$ cat src/rtl/cnv_reader_pkg.sv
package cnv_reader_pkg;

  typedef enum logic [2:0] {
    S_IDLE,
    S_SLEEP,
    S_SETUP,
    S_WRP,
    S_WINT,
    S_RDW,
    S_ACC,
    S_HOLD
  } cnv_state_e;

  function automatic int max2(input int a, input int b);
    return (a > b) ? a : b;
  endfunction

endpackage

$ cat src/rtl/cnv_reader_timer.sv
module cnv_reader_timer #(
  parameter int W = 4
) (
  input  logic         clk,
  input  logic         rst_n,
  input  logic         load,
  input  logic [W-1:0] load_val,
  output logic         zero
);

  logic [W-1:0] cnt;

  always_ff @(posedge clk or negedge rst_n) begin
    if (!rst_n) cnt <= '0;
    else if (load) cnt <= load_val;
    else if (cnt != '0) cnt <= cnt - 1'b1;
  end

  assign zero = (cnt == '0);


  load_takes_chk: assert property (@(posedge clk) disable iff (!rst_n)
    load && (load_val != '0) |=> !zero);

endmodule

$ cat src/rtl/cnv_reader_out.sv
module cnv_reader_out #(
  parameter int W = 8
) (
  input  logic         clk,
  input  logic         rst_n,
  input  logic         cap_en,
  input  logic         rd_n,
  input  logic [W-1:0] bus,
  input  logic         ready,
  output logic         valid,
  output logic [W-1:0] data
);

  always_ff @(posedge clk or negedge rst_n) begin
    if (!rst_n) begin
      valid <= 1'b0;
      data  <= '0;
    end else if (cap_en) begin
      valid <= 1'b1;
      data  <= bus;
    end else if (valid && ready) begin
      valid <= 1'b0;
    end
  end


  cap_under_rd_chk: assert property (@(posedge clk) disable iff (!rst_n)
    cap_en |-> !rd_n);


  hold_when_stalled_chk: assert property (@(posedge clk) disable iff (!rst_n)
    valid && !ready |=> valid && $stable(data));

endmodule

$ cat src/rtl/cnv_reader.sv
module cnv_reader
  import cnv_reader_pkg::*;
#(
  parameter int DATA_W       = 8,
  parameter int SETUP_CLKS   = 1,
  parameter int HOLD_CLKS    = 1,
  parameter int ACC_CLKS     = 2,
  parameter int WR_CLKS      = 2,
  parameter int TIMEOUT_CLKS = 255
) (
  input  logic              clk,
  input  logic              rst_n,
  input  logic              start_i,
  input  logic              mode_i,
  input  logic              pwrdn_req_i,
  output logic              cs_n_o,
  output logic              rd_n_o,
  output logic              wr_n_o,
  output logic              mode_o,
  output logic              pwrdn_n_o,
  input  logic              int_n_i,
  input  logic              rdy_i,
  input  logic [DATA_W-1:0] bus_i,
  output logic              out_valid_o,
  input  logic              out_ready_i,
  output logic [DATA_W-1:0] out_data_o,
  output logic              err_o
);

  localparam int PH_MAX = max2(max2(SETUP_CLKS, HOLD_CLKS), max2(ACC_CLKS, WR_CLKS));
  localparam int PH_W   = (PH_MAX < 2) ? 1 : $clog2(PH_MAX);
  localparam int TO_W   = (TIMEOUT_CLKS < 2) ? 1 : $clog2(TIMEOUT_CLKS);

  cnv_state_e st, nxt;
  logic mode_r, seen_low, err_r;
  logic ph_load, ph_zero, to_load, to_zero;
  logic [PH_W-1:0] ph_val;
  logic abort, cap, accept, ready_seen;

  assign ready_seen = seen_low && rdy_i;

  always_comb begin
    nxt    = st;
    abort  = 1'b0;
    cap    = 1'b0;
    accept = 1'b0;
    unique case (st)
      S_IDLE: begin
        if (pwrdn_req_i) nxt = S_SLEEP;
        else if (start_i && !out_valid_o) begin
          nxt    = S_SETUP;
          accept = 1'b1;
        end
      end
      S_SLEEP: if (!pwrdn_req_i) nxt = S_IDLE;
      S_SETUP: if (ph_zero) nxt = mode_r ? S_WRP : S_RDW;
      S_WRP:   if (ph_zero) nxt = S_WINT;
      S_WINT: begin
        if (!int_n_i) nxt = S_ACC;
        else if (to_zero) begin
          nxt   = S_HOLD;
          abort = 1'b1;
        end
      end
      S_RDW: begin
        if (ready_seen) nxt = S_ACC;
        else if (to_zero) begin
          nxt   = S_HOLD;
          abort = 1'b1;
        end
      end
      S_ACC: begin
        if (ph_zero) begin
          nxt = S_HOLD;
          cap = 1'b1;
        end
      end
      S_HOLD:  if (ph_zero) nxt = S_IDLE;
      default: nxt = S_IDLE;
    endcase
  end

  always_comb begin
    ph_load = (nxt != st);
    to_load = (nxt != st);
    unique case (nxt)
      S_SETUP: ph_val = PH_W'(SETUP_CLKS - 1);
      S_WRP:   ph_val = PH_W'(WR_CLKS - 1);
      S_ACC:   ph_val = PH_W'(ACC_CLKS - 1);
      S_HOLD:  ph_val = PH_W'(HOLD_CLKS - 1);
      default: ph_val = '0;
    endcase
  end

  cnv_reader_timer #(.W(PH_W)) u_phase (
    .clk(clk), .rst_n(rst_n), .load(ph_load), .load_val(ph_val), .zero(ph_zero)
  );

  cnv_reader_timer #(.W(TO_W)) u_tmo (
    .clk(clk), .rst_n(rst_n), .load(to_load),
    .load_val(TO_W'(TIMEOUT_CLKS - 1)), .zero(to_zero)
  );

  always_ff @(posedge clk or negedge rst_n) begin
    if (!rst_n) begin
      st       <= S_IDLE;
      mode_r   <= 1'b0;
      seen_low <= 1'b0;
      err_r    <= 1'b0;
    end else begin
      st <= nxt;
      if (st == S_IDLE) mode_r <= mode_i;
      if (st == S_IDLE) seen_low <= 1'b0;
      else if (!rdy_i) seen_low <= 1'b1;
      if (accept) err_r <= 1'b0;
      else if (abort) err_r <= 1'b1;
    end
  end

  assign cs_n_o    = (st == S_IDLE) || (st == S_SLEEP);
  assign rd_n_o    = !((st == S_RDW) || (st == S_ACC));
  assign wr_n_o    = (st != S_WRP);
  assign pwrdn_n_o = (st != S_SLEEP);
  assign mode_o    = (st == S_SLEEP) ? 1'b0 : mode_r;
  assign err_o     = err_r;

  cnv_reader_out #(.W(DATA_W)) u_out (
    .clk(clk), .rst_n(rst_n), .cap_en(cap), .rd_n(rd_n_o), .bus(bus_i),
    .ready(out_ready_i), .valid(out_valid_o), .data(out_data_o)
  );


  strobe_excl_chk: assert property (@(posedge clk) disable iff (!rst_n)
    !(!rd_n_o && !wr_n_o));


  strobe_needs_cs_chk: assert property (@(posedge clk) disable iff (!rst_n)
    (!rd_n_o || !wr_n_o) |-> !cs_n_o);


  sleep_pins_chk: assert property (@(posedge clk) disable iff (!rst_n)
    !pwrdn_n_o |-> cs_n_o && rd_n_o && wr_n_o && !mode_o);


  abort_release_chk: assert property (@(posedge clk) disable iff (!rst_n)
    $rose(err_o) |-> !cs_n_o && rd_n_o && wr_n_o && !out_valid_o);

endmodule

$ cat config.mk
export PLATFORM = sky130hd
export DESIGN_NAME = cnv_reader
export DESIGN_NICKNAME = d
export VERILOG_FILES = /design/src/rtl/cnv_reader_pkg.sv /design/src/rtl/cnv_reader_timer.sv /design/src/rtl/cnv_reader_out.sv /design/src/rtl/cnv_reader.sv
export SDC_FILE = /design/constraint.sdc
export NUM_CORES = 1
export LEC_CHECK = 0
export BUFFER_PORTS_ARGS = -buffer_cell sky130_fd_sc_hd__buf_4
export CAP_MARGIN = 5
export CORE_ASPECT_RATIO = 0.7
export CORE_MARGIN = 1.5
export CORE_UTILIZATION = 49
export CTS_BUF_LIST = sky130_fd_sc_hd__clkbuf_4 sky130_fd_sc_hd__clkbuf_8
export DETAILED_ROUTE_END_ITERATION = 6
export PLACE_DENSITY = 0.78
export SLEW_MARGIN = 20
export SYNTH_ARGS = -nofsm -noshare
export SYNTH_HDL_FRONTEND = slang
export SYNTH_SLANG_ARGS = --single-unit
$ cat constraint.sdc
create_clock -name clk -period 1.7 [get_ports clk]
set_input_delay 0.255 -clock clk [delete_from_list [all_inputs] [get_ports clk]]
set_output_delay 0.255 -clock clk [all_outputs]
set_load 0.02 [all_outputs]
Yosys cells after proc, flatten, opt, wreduce, memory -nomap -nowiden
Cells that the tools add are included.

Flip-flop bits (word level): 24. Word-level logic and storage cells: 70.

$add $sub $neg: 2. Equal/unequal tests: 13. Muxes and demuxes: 33. Reductions and logical operators: 14.

Operators with widths (number): $mux 3 (11); $pmux 3 s8 (1); $mux 1 (18); $mux 8 (2); $eq 3x3->1 const B (5); $eq 3x2->1 const B (3); $logic_not 8->1 (1); $reduce_bool 8->1 (1); $sub 8x1->8 const B (1); $reduce_bool 2->1 (3); $eq 3x1->1 const B (1); $logic_and 1x1->1 (3); $logic_not 3->1 (1); $ne 3x1->1 const B (1); $ne 3x2->1 const B (1); $ne 3x3->1 (1); $logic_not 1->1 (2); $logic_or 1x1->1 (2); $ne 2x1->1 const B (1); $pmux 1 s2 (1); $reduce_or 2->1 (1); $sub 1x1->1 const B (1).

Depth between registers and ports, before layout
Gate-level depths: netlist of run 1.

Depth in word-level cells: 9. Mapped depth: 7. Depth with buffers taken out: 7.

Modules after synthesis
A second synthesis of run 1 with hierarchy kept.

Cell total of the unflattened synthesis: 137. Area, all modules: 1403.8 um2.

By module, submodules not included: cnv_reader (times used 1, cells each 60, area each 523.0 um2); cnv_reader_timer (u_tmo) (times used 1, cells each 54, area each 476.7 um2); cnv_reader_out (times used 1, cells each 20, area each 369.1 um2); cnv_reader_timer (u_phase) (times used 1, cells each 3, area each 35.0 um2).

Worst setup path after synthesis of run 1
OpenSTA, ideal clock, no wires.

Kind: reg2reg. Start point: reg u_tmo.cnt[0]. End point: reg u_tmo.cnt[3]. Arrival time: 1635 ps. Data required time: 1548 ps. Slack: -87 ps. Cell stages (with the launch flop): 8. Buffers on the path: 0. Clock period less this slack: 1787 ps. Cells stage by stage: dfrtp_1 > inv_1 > ha_1 > or3b_2 > o21ai_1 > a2111o_1 > o21ai_4 > o2111ai_1.

Longest elaborated chain between the ends: 6.

Ends and longest elaborated chain: start, declared (RTL line cnv_reader_timer.sv:11) `logic [W-1:0] cnt;`; start signal, assigned (RTL line cnv_reader_timer.sv:15) `else if (load) cnt <= load_val;`; start signal, assigned (RTL line cnv_reader_timer.sv:16) `else if (cnt != '0) cnt <= cnt - 1'b1;`; $logic_not 8->1 * (RTL line cnv_reader_timer.sv:19) `assign zero = (cnt == '0);`; $mux 3 * (RTL line cnv_reader.sv:60, cnv_reader.sv:67); $mux 3, on equally long branches (RTL line cnv_reader.sv:66, cnv_reader.sv:59); $pmux 3 s8 * (RTL line cnv_reader.sv:47) `unique case (st)`; via nxt[1] (RTL line cnv_reader.sv:34) `cnv_state_e st, nxt;`; $ne 3x3->1 * (RTL line cnv_reader.sv:85) `to_load = (nxt != st);`; $mux 8 / $reduce_bool 2->1 (equally long branches).

The timed path passes the listed nets; every way through them passes the cells marked *. The select of a mux whose other input is x is not followed. A chain may end at the register's enable or synchronous reset.

Final worst setup path of run 1
Start point: reg u_tmo.cnt[1]. End point: reg u_tmo.cnt[2].

The elaborated chain is that of the path after synthesis.

==> impl_metrics.ini, run 1 <==
[floorplan]
start_util = 0.511
coreArea_um2 = 2440
rows = 15
boundaryPins = 31
die-area_um2 = 2860
die_w_um = 63.3
fp.dieH_um = 45.2

[sta]
relSlewSlack = 0.719
setup_viol = 11
worst_pin_slew_ps = 418
finClkSkew_ps = 6.12
clock.fmax_mhz = 520
hold_violations = 0
slew_viol_final = 0
period_share = 1.13
worst_slack_ps = -223
rsz0062_at_grt = yes
period_minus_slack_ps = 1920

[power]
peakVddDrop_uv = 1290
leakage_nw = 0.904
total_power_w = 0.00383
power_density_nw_per_um2 = 1970

[global_routing]
grt_use_met2 = 0.447
overflow = 0
met1_usage = 0.319
antenna_found_initial = 0
grt.met3_usage = 0.0399
grt_pass1_wl_um = 5420
grt_pass1_vias = 1137
grtUsageTotal = 0.255
grt_max_degree = 25
grt_busiest_layer = met2

[synthesis]
syn_area_um2 = 1250
async_flop_share = 1.00
yosysUniqueCellTypes = 38
synth_enable_flop_cells = 0
syn_inst = 119
ys_seq_elements = 24
ys.flop_type = dfrtp_1
synth_warnings = 0
synth_nets = 137
yosysSeqAreaShare = 0.481
avgSynthCellArea_um2 = 10.5

[layout]
layout.nets = 203
diodes = 0
layout_commonest_cell = buf_4
drive_gt1_frac = 0.527
regArea_um2 = 601
syn2layout_area_growth_pct = 56.0
final_cell_mix = buf_4, dfrtp_1, mux2_2, buf_6
fillers = 152
multiInputGateArea_um2 = 702

[worst_setup_path]
path_depth = 7
cp_top_family = compound AO/OA/AOI/OAI gates
crit_required_ps = 1910
cp.buffers_inverters = 1
path_class = reg2reg
critPathMaxFanout = 8
cp-start-kind = register
crit_chain = inv_2 -> ha_4 -> or3b_4 -> o21ai_2 -> a2111o_1 -> o21ai_4 -> o2111ai_1
cp_slowest_cell = a2111o_1
cp_data_arrival_time_ps = 2130
endpoint_kind = register
reg2regPathDepth = 7
max_stage_delay_ps = 460

[cts]
cts_buffers = 3
clk_pin_slew_worst_paths_ps = 130
cts_root_buf = clkbuf_4
cts_max_path_buffers = 2
clk_latency_ps = 330
htree_levels = 1
cts.sinks = 24
cts_tree = built

[routing]
avgRoutedWirePerCell_um = 16.6
via_per_inst = 5.44
postRouteAntennaNets = 0
drt-pass1-iter-count = 4
first_iter_violations = 57
drcViolationCount = 0
num_vias = 1187
totalWireLength_um = 3610

[place]
detailedPlace.worstSlack_ps = -185
dpl.hpwl_um = 2440
gp_congestion = 0.778
port_buffers = 30

[run]
drv_cap = 0

[min_path]
holdPathStages = 2
hold_path_class = in2reg

[outcome]
status = finished with violations
violations = setup timing
-- timing repair --
item / in CTS / in global routing
endpoints found under the hold margin: 24 / 0
pin swaps: 11 / 5
resized for setup: 23 / 9
setup endpoints to repair: 12 / 13
cloned: 0 / 0
setup buffers: 7 / 2
hold buffers: 1 / 0
-- metal layers --
layer / share of wire / wire (um)
met5: 0 / 0
met2: 0.48 / 1730
met3: 0.062 / 225
met1: 0.43 / 1540
met4: 0.032 / 114
-- Yosys cell counts, drive strengths merged (2+ instances only) --
cell type / count / share of area
dfrtp: 24 / 0.48
and3b: 2 / 0.014
nand3: 6 / 0.024
and2: 2 / 0.010
o21ai: 5 / 0.029
nand2: 8 / 0.024
xnor2: 3 / 0.021
mux2i: 2 / 0.016
buf: 3 / 0.017
mux2: 9 / 0.081
nor3: 4 / 0.016
ha: 2 / 0.020
a21oi: 6 / 0.024
nor4: 3 / 0.015
nor2: 9 / 0.027
o2111ai: 2 / 0.014
nand2b: 6 / 0.030
nor3b: 2 / 0.016
inv: 6 / 0.018
-- metrics by stage --
step                      hold slack [ps]  setup TNS (ps)  utilization  cell area (um2)  instances
after floorplan                     -40.6            -253            -             1250        119
after CTS                            99.5           -1050        0.772             1880        217
after global routing                  104           -2390        0.797             1950        218
after global placement                164            -359        0.691             1690        205
final                                 100           -1750        0.797             1950        218
after detailed placement              172           -1270        0.691             1690        205
-- worst paths after layout --
check | startpoint | endpoint | slack (ps)
worst max register to register | u_tmo.cnt[1] | u_tmo.cnt[2] | -220
worst min register to register | u_out.data[7] | u_out.data[7] | 530
max in group asynchronous | rst_n | mode_r | 1130
worst max-delay path | u_tmo.cnt[1] | u_tmo.cnt[2] | -220
min in group asynchronous | rst_n | u_out.data[1] | 330
worst min-delay path | rdy_i | seen_low | 100
-- power by group --
part	total (W)	switching, W	leakage [nW]	internal [W]
clock network	0.000427	0.000188	0.0279	0.000239
registers	0.000928	0.000149	0.267	0.000779
logic	0.00248	0.00121	0.609	0.00127
-- kinds of logic (layout without fill, tap and decap cells) --
kind of cell	after synthesis	in the layout	synth area share
xor gates and xnor gates	4	4	0.0281
and+or+nand+nor	47	47	0.206
AOI/OAI and AO/OA	22	22	0.132
DFF	24	24	0.481
buffers and inverters	9	74	0.0351
adders and majority gates	2	2	0.0201
muxes	11	11	0.0973
-- sequential cells by signal, summed over array words and instances, names as in the netlist --
register     cells
u_out.data       8
u_tmo.cnt        8
st               3
err_o            1
mode_r           1
seen_low         1
u_out.valid      1
u_phase.cnt      1
-- final cells by class --
| class | instances | area share |
|---|---|---|
| Sequential cell | 24 | 0.309 |
| Clock buffer | 3 | 0.0116 |
| Tap cell | 34 | 0.0219 |
| Timing Repair Buffer | 64 | 0.270 |
| Clock inverter | 1 | 0.0154 |
| Inverter | 6 | 0.0116 |
| Multi-Input combinational cell | 86 | 0.361 |
-- worst register-to-register path, cell delays in order (launching register included) --
cell,delay [ps]
dfrtp_1,390
inv_2,60
ha_4,160
or3b_4,240
o21ai_2,60
a2111o_1,460
o21ai_4,290
o2111ai_1,150
Power figures use the tool's default switching activity.
==> run 2, diff against run 1 <==
Settings changed: ABC_AREA set to 1, CORE_UTILIZATION 49 to 50, PLACE_DENSITY 0.78 to 0.77, SYNTH_HIERARCHICAL set to 1.
==> impl_metrics.ini, run 2 <==
[outcome]
status = finished with violations
violations = setup timing

[floorplan]
start_util = 0.545
fp.dieH_um = 49.9
rows = 16
die-area_um2 = 3490
die_w_um = 70.0
coreArea_um2 = 2880
boundaryPins = 31

[layout]
layout.nets = 307
post-route-util = 0.784
final_cell_mix = nand2_1, buf_4, dfrtp_1, inv_1, nor2_1
drive_gt1_frac = 0.441
largestRegisters = u_out/data (8), u_tmo/cnt (8), st (3)
syn2layout_area_growth_pct = 44.0
diodes = 0
layout_commonest_cell = nand2_1

[synthesis]
avgSynthCellArea_um2 = 7.41
ys_seq_elements = 24
synth_enable_flop_cells = 0
ys.flop_type = dfrtp_1
yosysUniqueCellTypes = 32
syn_area_um2 = 1570
yosysMostFrequentCell = nand2_1
netlist_top_cells_count = nand2_1, inv_1, dfrtp_1
synth_area_leader_cell = dfrtp_1
synth_warnings = 6
yosysSeqAreaShare = 0.382
synth_top_area_frac = 0.382
async_flop_share = 1.00
syn_inst = 212
yosys-top-cells-area = dfrtp_1, nand2_1, inv_1, nor2_1, nand3_1

[routing]
postRouteAntennaNets = 0
first_iter_violations = 125
drcViolationCount = 0
drt-pass1-iter-count = 5
totalWireLength_um = 4140
avgRoutedWirePerCell_um = 12.8
num_vias = 1575
via_per_inst = 4.86

[place]
gp_congestion = 0.889
port_buffers = 30
dpl.hpwl_um = 3020

[cts]
cts.sinks = 24
cts_tree = built
clk_pin_slew_worst_paths_ps = 80
clk_latency_ps = 260
cts_root_buf = clkbuf_8
cts_buffers = 3
htree_levels = 1
cts_max_path_buffers = 2

[worst_setup_path]
crit_chain = inv_2 -> ha_4 -> nand2_4 -> nor2_4 -> buf_4 -> nand2_2 -> nor2_1 -> nor2_1 -> nand3_2 -> nand3_1 -> nand2_2 -> nand2_4 -> buf_6 -> o21ai_2 -> nand2_1 -> o21ai_2
critPathMaxFanout = 6
cp-start-kind = register
crit_required_ps = 1890
cp_slowest_cell = dfrtp_1
cp_data_arrival_time_ps = 2190
cp.buffers_inverters = 3
endpoint_kind = register
path_class = reg2reg
cp_top_family = simple AND/OR/NAND/NOR gates
max_stage_delay_ps = 410

[power]
power_density_nw_per_um2 = 2160
leakage_nw = 1.28
peakVddDrop_uv = 1230

[sta]
worst_slack_ps = -298
clock.fmax_mhz = 501
slew_viol_final = 0
period_share = 1.18
hold_ws_ps = 162
finClkSkew_ps = 2.10
setup_viol = 9
rsz0062_at_grt = yes
period_minus_slack_ps = 2000
hold_violations = 0

[global_routing]
grt_pass1_vias = 1563
antenna_found_initial = 0
overflow = 0
grt_max_degree = 25
grtUsageTotal = 0.254
grt_pass1_wl_um = 6920

[min_path]
hold_path_class = in2reg

[run]
drv_cap = 0
run 2: where the power goes:
| group | internal, W | leakage [nW] | switching [W] |
|---|---|---|---|
| Sequential | 0.000862 | 0.291 | 0.000228 |
| Clock | 0.000158 | 0.0216 | 0.000173 |
| Combinational | 0.00157 | 0.963 | 0.00190 |
| Total | 0.00259 | 1.28 | 0.00230 |
run 2: through the flow:
step                cell area [um2]  power (W)  cells  TNS, ps  setup WS, ps
floorplan                      1610    0.00295    218     -980          -136
global placement               2080    0.00405    311     -821          -131
detailed placement             2080    0.00410    311    -1790          -274
CTS                            2200    0.00468    319    -1350          -192
global route                   2260    0.00527    324    -3360          -390
finish                         2260    0.00489    324    -2280          -298
run 2: worst paths after layout:
path / from / end / slack (ps) / cells after the start
worst min register to register: u_out/data[3] / u_out/data[3] / 480 / 2
worst max-delay path: u_tmo/cnt[1] / u_tmo/cnt[1] / -300 / 16
max in group asynchronous: rst_n / st[1] / 1030 / 2
min in group asynchronous: rst_n / st[0] / 420 / 2
worst max register to register: u_tmo/cnt[1] / u_tmo/cnt[1] / -300 / 16
worst min-delay path: rdy_i / seen_low / 160 / 2
run 2: cell families (layout without fill, tap and decap cells):
kind of cell,count (synthesis),after routing,synth area share
flops,24,24,0.382
compound gates,16,16,0.0709
fa+ha+maj,1,1,0.00797
simple gates,131,131,0.414
buf+inv,36,106,0.109
other cells,2,8,0.00478
xor+xnor,2,2,0.0112
run 2: cell type report:
cell class | instances | area, um2
Fill cell | 202 | 622
Sequential cell | 24 | 602
Multi-Input combinational cell | 158 | 882
Timing Repair Buffer | 72 | 567
Clock buffer | 3 | 41.3
Inverter | 31 | 124
Tap cell | 36 | 45.0
run 2: what timing repair did:
| action | CTS | global route |
|---|---|---|
| endpoints found under the hold margin | 24 | 0 |
| pin swaps | 9 | 15 |
| gates cloned | 0 | 0 |
| resized for setup | 14 | 8 |
| endpoints found under the setup margin | 9 | 11 |
| setup buffers | 4 | 5 |
| hold buffers | 1 | 0 |
run 2: per-layer routing:
layer,track usage,vias to the layer above,share of wire
met5,0,-,0
met4,0.0481,0,0.0039
met3,0.0736,2,0.070
met2,0.400,52,0.45
met1,0.351,722,0.47
li1,-,799,-
